### config.mk
export PLATFORM = sky130hd
export DESIGN_NAME = rlm_align_inserter
export DESIGN_NICKNAME = d
export VERILOG_FILES = /design/src/rtl/rlm_pkg.sv /design/src/rtl/rlm_slowest_rate.sv /design/src/rtl/rlm_cc_timer.sv /design/src/rtl/rlm_align_inserter.sv
export SDC_FILE = /design/constraint.sdc
export NUM_CORES = 1
export LEC_CHECK = 0
export BUFFER_PORTS_ARGS = -buffer_cell sky130_fd_sc_hd__buf_2
export CORE_MARGIN = 2
export CORE_UTILIZATION = 48
export CTS_CLUSTER_DIAMETER = 100
export DETAILED_ROUTE_END_ITERATION = 12
export PLACE_DENSITY = 0.88
export SYNTH_ARGS = -nofsm -noshare
export SYNTH_HDL_FRONTEND = slang
export SYNTH_HIERARCHICAL = 1
export SYNTH_SLANG_ARGS = --single-unit
### constraint.sdc
create_clock -name clk -period 3.2 [get_ports clk]
set_input_delay 0.32 -clock clk [delete_from_list [all_inputs] [get_ports clk]]
set_output_delay 0.32 -clock clk [all_outputs]
set_load 0.005 [all_outputs]
### src/rtl/rlm_pkg.sv
package rlm_pkg;
   localparam int RATE_W = 2;
   localparam int PAD_W  = 2;

   typedef logic [RATE_W-1:0] rate_t;

   localparam rate_t RATE_1G5   = 2'd0;
   localparam rate_t RATE_3G0   = 2'd1;
   localparam rate_t RATE_6G0   = 2'd2;
   localparam rate_t RATE_NONE  = 2'd3;

   // ALIGNs per data dword for a transmit rate over a pacing rate
   function automatic logic [PAD_W-1:0] pad_for(input rate_t tx, input rate_t slow);
      rate_t tx_e;
      rate_t diff;
      tx_e = (tx == RATE_NONE) ? RATE_6G0 : tx;
      if (slow >= tx_e) return '0;
      diff = tx_e - slow;
      case (diff)
         2'd1:    return 2'd1;
         2'd2:    return 2'd3;
         default: return '0;
      endcase
   endfunction
endpackage

### src/rtl/rlm_slowest_rate.sv
module rlm_slowest_rate
   import rlm_pkg::*;
#(
   parameter int N_HOPS = 4
) (
   input  logic [N_HOPS*RATE_W-1:0] hop_rates,
   output rate_t                    slowest
);
   generate
      if (N_HOPS == 1) begin : g_single
         assign slowest = hop_rates[RATE_W-1:0];
      end else begin : g_chain
         rate_t run [N_HOPS+1];
         assign run[0] = RATE_NONE;
         for (genvar i = 0; i < N_HOPS; i++) begin : g_hop
            rate_t hop;
            assign hop      = hop_rates[i*RATE_W +: RATE_W];
            assign run[i+1] = (hop < run[i]) ? hop : run[i];
         end
         assign slowest = run[N_HOPS];
      end
   endgenerate
endmodule

### src/rtl/rlm_cc_timer.sv
module rlm_cc_timer #(
   parameter int CC_PERIOD = 2048
) (
   input  logic clk,
   input  logic rst,
   input  logic clear,
   input  logic tick,
   input  logic fire,
   output logic due
);
   localparam int CNT_W = $clog2(CC_PERIOD);
   localparam logic [CNT_W-1:0] LAST = CNT_W'(CC_PERIOD - 1);

   logic [CNT_W-1:0] cnt_q;

   assign due = (cnt_q == LAST);

   always_ff @(posedge clk) begin
      if (rst || clear) begin
         cnt_q <= '0;
      end else if (fire) begin
         cnt_q <= '0;
      end else if (tick && !due) begin
         cnt_q <= cnt_q + 1'b1;
      end
   end
endmodule

### src/rtl/rlm_align_inserter.sv
module rlm_align_inserter
   import rlm_pkg::*;
#(
   parameter int                DATA_W     = 32,
   parameter int                N_HOPS     = 4,
   parameter int                CC_PERIOD  = 2048,
   parameter logic [DATA_W-1:0] ALIGN_WORD = DATA_W'(32'hBC4A_4A7B)
) (
   input  logic                     clk,
   input  logic                     rst,
   input  logic                     conn_start,
   input  logic [RATE_W-1:0]        tx_rate,
   input  logic [N_HOPS*RATE_W-1:0] path_rates,
   input  logic                     in_valid,
   input  logic [DATA_W-1:0]        in_data,
   output logic                     in_ready,
   output logic                     out_valid,
   output logic [DATA_W-1:0]        out_data,
   output logic                     out_align
);
   generate
      if (CC_PERIOD < 8) begin : g_bad_period
         $error("CC_PERIOD must be at least 8");
      end
      if (N_HOPS < 1) begin : g_bad_hops
         $error("N_HOPS must be at least 1");
      end
      if (DATA_W < 8) begin : g_bad_width
         $error("DATA_W must be at least 8");
      end
   endgenerate

   logic             active_q;
   logic [PAD_W-1:0] pad_k_q;
   logic [PAD_W-1:0] pad_left_q;
   rate_t            slowest;
   logic             cc_due;
   logic             emit_pad;
   logic             emit_cc;
   logic             take;
   logic             live;

   rlm_slowest_rate #(.N_HOPS(N_HOPS)) u_slowest (
      .hop_rates (path_rates),
      .slowest   (slowest)
   );

   assign live     = active_q & ~conn_start;
   assign emit_pad = live & (pad_left_q != '0);
   assign emit_cc  = live & (pad_left_q == '0) & cc_due;
   assign in_ready = live & (pad_left_q == '0) & ~cc_due;
   assign take     = in_valid & in_ready;

   rlm_cc_timer #(.CC_PERIOD(CC_PERIOD)) u_cc (
      .clk   (clk),
      .rst   (rst),
      .clear (conn_start),
      .tick  (emit_pad | take),
      .fire  (emit_cc),
      .due   (cc_due)
   );

   always_ff @(posedge clk) begin
      if (rst) begin
         active_q   <= 1'b0;
         pad_k_q    <= '0;
         pad_left_q <= '0;
         out_valid  <= 1'b0;
         out_align  <= 1'b0;
         out_data   <= '0;
      end else if (conn_start) begin
         active_q   <= 1'b1;
         pad_k_q    <= pad_for(tx_rate, slowest);
         pad_left_q <= '0;
         out_valid  <= 1'b0;
         out_align  <= 1'b0;
         out_data   <= '0;
      end else begin
         out_valid <= emit_pad | emit_cc | take;
         out_align <= emit_pad | emit_cc;
         if (emit_pad || emit_cc) begin
            out_data <= ALIGN_WORD;
         end else if (take) begin
            out_data <= in_data;
         end else begin
            out_data <= '0;
         end
         if (emit_pad) begin
            pad_left_q <= pad_left_q - 1'b1;
         end else if (take) begin
            pad_left_q <= pad_k_q;
         end
      end
   end
endmodule

==> results.yml <==
critical_path:
  start_kind: "flop"
  critPathKind: "flop to flop"
  worstRegToRegCells: 9
  cpMostUsedCell: "a21oi_1"
  path_buf_inv: 0
  cp.arrival_ns: 2.75
  cp.required_ns: 3.44
  r2r-start: "u_cc/cnt_q[0]"
  cp-end-kind: "flop"
  crit_start: "u_cc/cnt_q[0]"
  path_max_fanout: 8
  slowest_delay_ns: 0.41
  critical-path-top-delay-family: "simple AND/OR/NAND/NOR gates"
  worstPathCellList: "ha_1 -> nand2_1 -> nor4_2 -> nand3b_1 -> a21oi_1 -> and4_1 -> nand3_1 -> or3_1 -> a21oi_1"
  slowest_stage: "a21oi_1"
  r2r-end: "u_cc/cnt_q[7]"
  ff2ff_setup_slack_ns: 0.69
global_routing:
  antenna_found_initial: 0
  grt_pass1_wl_mm: 6.82
  grt_start_max_net_pins: 19
  grt_pass1_vias: 1555
  track_usage_pct: 17.6
  grt_remaining_overflow: 0
yosys:
  synth_area_leaders: "dfxtp_1 (49%), ha_1 (6.7%), o21a_1 (5.8%)"
  synth_area_sq_mm: 0.00206
  yosysUniqueCellTypes: 48
  yosysWarnings: 6
  yosysTopAreaCellShare_pct: 48.5
  synth_edf_count: 0
  synth_seq_area_share_pct: 48.5
  synth-seq-cells: 50
  synthCells: 203
  syn-num-nets: 261
  avgSynthCellArea_sq_um: 10.2
  synth-async-reset-ratio_pct: 0
  synth_ff_type: "dfxtp_1"
  yosysTopAreaCell: "dfxtp_1"
hold_path:
  min-delay-start: "in_data[15]"
  hold_depth: 2
  hold_end: "out_data[15]"
  hp-class: "input pin to flop"
cts:
  clockBufferDepth: 2
  cts_root_buf: "clkbuf_8"
  cts_sinks: 50
  cts_htree_levels: 2
  cts_setup_buffers: 0
  cts_buffers: 5
  path_clk_slew_ns: 0.09
  cts_resized: 0
  tritoncts: "built"
  hold_buffers: 0
  clock_latency_ns: 0.30
layout:
  nNetsFinal: 339
  final_common_cell: "buf_2"
  diodes: 0
  fin_util_pct: 63.1
  layout-drive-gt1-share_pct: 36.5
  areaGrowthSynthToFinish_pct: 24.0
  mostFrequentLayoutCells: "buf_2 (80), dfxtp_1 (50), o21a_1 (16)"
route:
  drc: 0
  routed_wl_mm: 4.13
  vias: 1657
  wl_per_cell_um: 12.4
  antenna_left: 0
  routed_via_density: 4.99
  dr.pass1.iters: 4
  drt_iter0_drc: 112
job:
  drv_cap: 0
sta:
  hold_viol: 0
  period_needed_ns: 2.51
  slew_headroom_pct: 55.8
  slew_viol_final: 0
  fin_crit_sh_pct: 78.5
  finClkSkew_ns: 0.00853
  worst_slew_pin_slew_ns: 0.662
  grt_setup_unrepaired: "no"
  fmax_mhz: 398
  setup-tns-final_ns: 0
  setup_viol: 0
power_and_ir_drop:
  powerDensity_mw_per_mm2: 430
  p_switching_uw: 246
  leakage_nw: 1.20
  p_total_mw: 1.10
  clockPowerShare_pct: 33.5
  seq_power_share_pct: 57.7
  p_comb_share_pct: 8.7
  ir_drop_mv: 0.350
  swShare_pct: 22.4
  intPower_uw: 855
floorplanning:
  fp.coreArea_sq_mm: 0.00406
  fp.dieH_um: 69.6
  rows: 23
  initial_core_util_pct: 50.8
  die_w_um: 69.6
  die_area_sq_mm: 0.00484
  io_pins: 81
placement:
  port_buffers: 80
  routabilityCongestion: 0.827
  post-dp-hpwl_mm: 3.15
outcome:
  status: "finished clean"
==> layout make-up <==
class / instances / area, sq um
inverters: 10 / 37.5
well taps: 50 / 62.6
flip-flops and latches: 50 / 1000
clock inverters: 2 / 12.5
multi-input cells: 134 / 962
clock buffers: 6 / 82.6
fillers: 326 / 1500
repair buffers: 80 / 400
==> stage by stage <==
| step | setup WS [ns] | std cells | cell area, sq um | hold WS, ns |
|---|---|---|---|---|
| 2_1_floorplan | 0.662 | 203 | 2060 | 0.441 |
| 3_3_place_gp | 0.577 | 324 | 2460 | 0.456 |
| 3_5_place_dp | 0.483 | 324 | 2460 | 0.468 |
| 4_1_cts | 0.705 | 332 | 2560 | 0.205 |
| 5_1_grt | 0.494 | 332 | 2560 | 0.205 |
| 6_report | 0.687 | 332 | 2560 | 0.212 |
==> synthesized netlist by cell type, types with 2 or more instances <==
master and count:
a31oi_1 5, o21ai_0 5, nand4_1 2, ha_1 11, or3_1 2, nand2_1 11
clkbuf_1 3, dfxtp_1 50, nand3_1 6, and2_1 15, and3_1 2, nor3_1 5
nor3_4 2, nor3b_1 2, nand2b_4 2, o21a_1 16, xor2_1 2, o22ai_1 2
a21oi_1 7, nor2_1 13, inv_1 10, o21ai_1 2, buf_6 3
==> how the worst max path moves through the flow <==
stage | to | slack [ns] | cells past startpoint
after floorplan | pad_k_q[1] | 0.66 | 12
after global placement | pad_k_q[1] | 0.58 | 12
after detailed placement | pad_k_q[1] | 0.48 | 12
after CTS | u_cc/cnt_q[7] | 0.70 | 9
after global routing | u_cc/cnt_q[7] | 0.49 | 9
final | u_cc/cnt_q[7] | 0.69 | 9
==> power groups by stage <==
stage | clock network, mW | registers, mW | logic [mW]
global placement | 0 | 0.650 | 0.0911
floorplan | 0 | 0.651 | 0.0527
CTS | 0.381 | 0.636 | 0.0972
global route | 0.405 | 0.637 | 0.110
detailed placement | 0 | 0.650 | 0.0966
finish | 0.369 | 0.636 | 0.0962
==> worst reg2reg max path: cells and delay by family (launching register included) <==
kind | cells | cell delay [ns]
compound gates | 2 | 0.55
fa+ha+maj | 1 | 0.27
flops | 1 | 0.34
simple gates | 6 | 1.29
==> registers in the layout, summed over array words and instances, names as in the netlist <==
name,count
active_q,1
out_align,1
out_data,32
out_valid,1
pad_k_q,2
pad_left_q,2
u_cc/cnt_q,11
==> per-layer routing <==
metal  share of wire, %  global-route usage (%)  vias up
li1                   -                       -      860
met1                 41                    19.2      744
met2                 52                    31.7       44
met3                4.3                    4.51        9
met4                2.4                    8.06        0
met5                  0                       0        -
==> cell families (layout without fill, tap and decap cells) <==
group                      after synthesis  after routing  share of synthesized area, %
DFF                                     50             50                          48.5
muxes                                    1              1                         0.485
buffers and inverters                   19             98                          4.85
adders and majority gates               12             12                          7.64
xor gates and xnor gates                 2              2                         0.849
and+or+nand+nor                         74             74                          22.3
AOI/OAI and AO/OA                       45             45                          15.3
No activity file was read; power rests on OpenSTA's default activity.
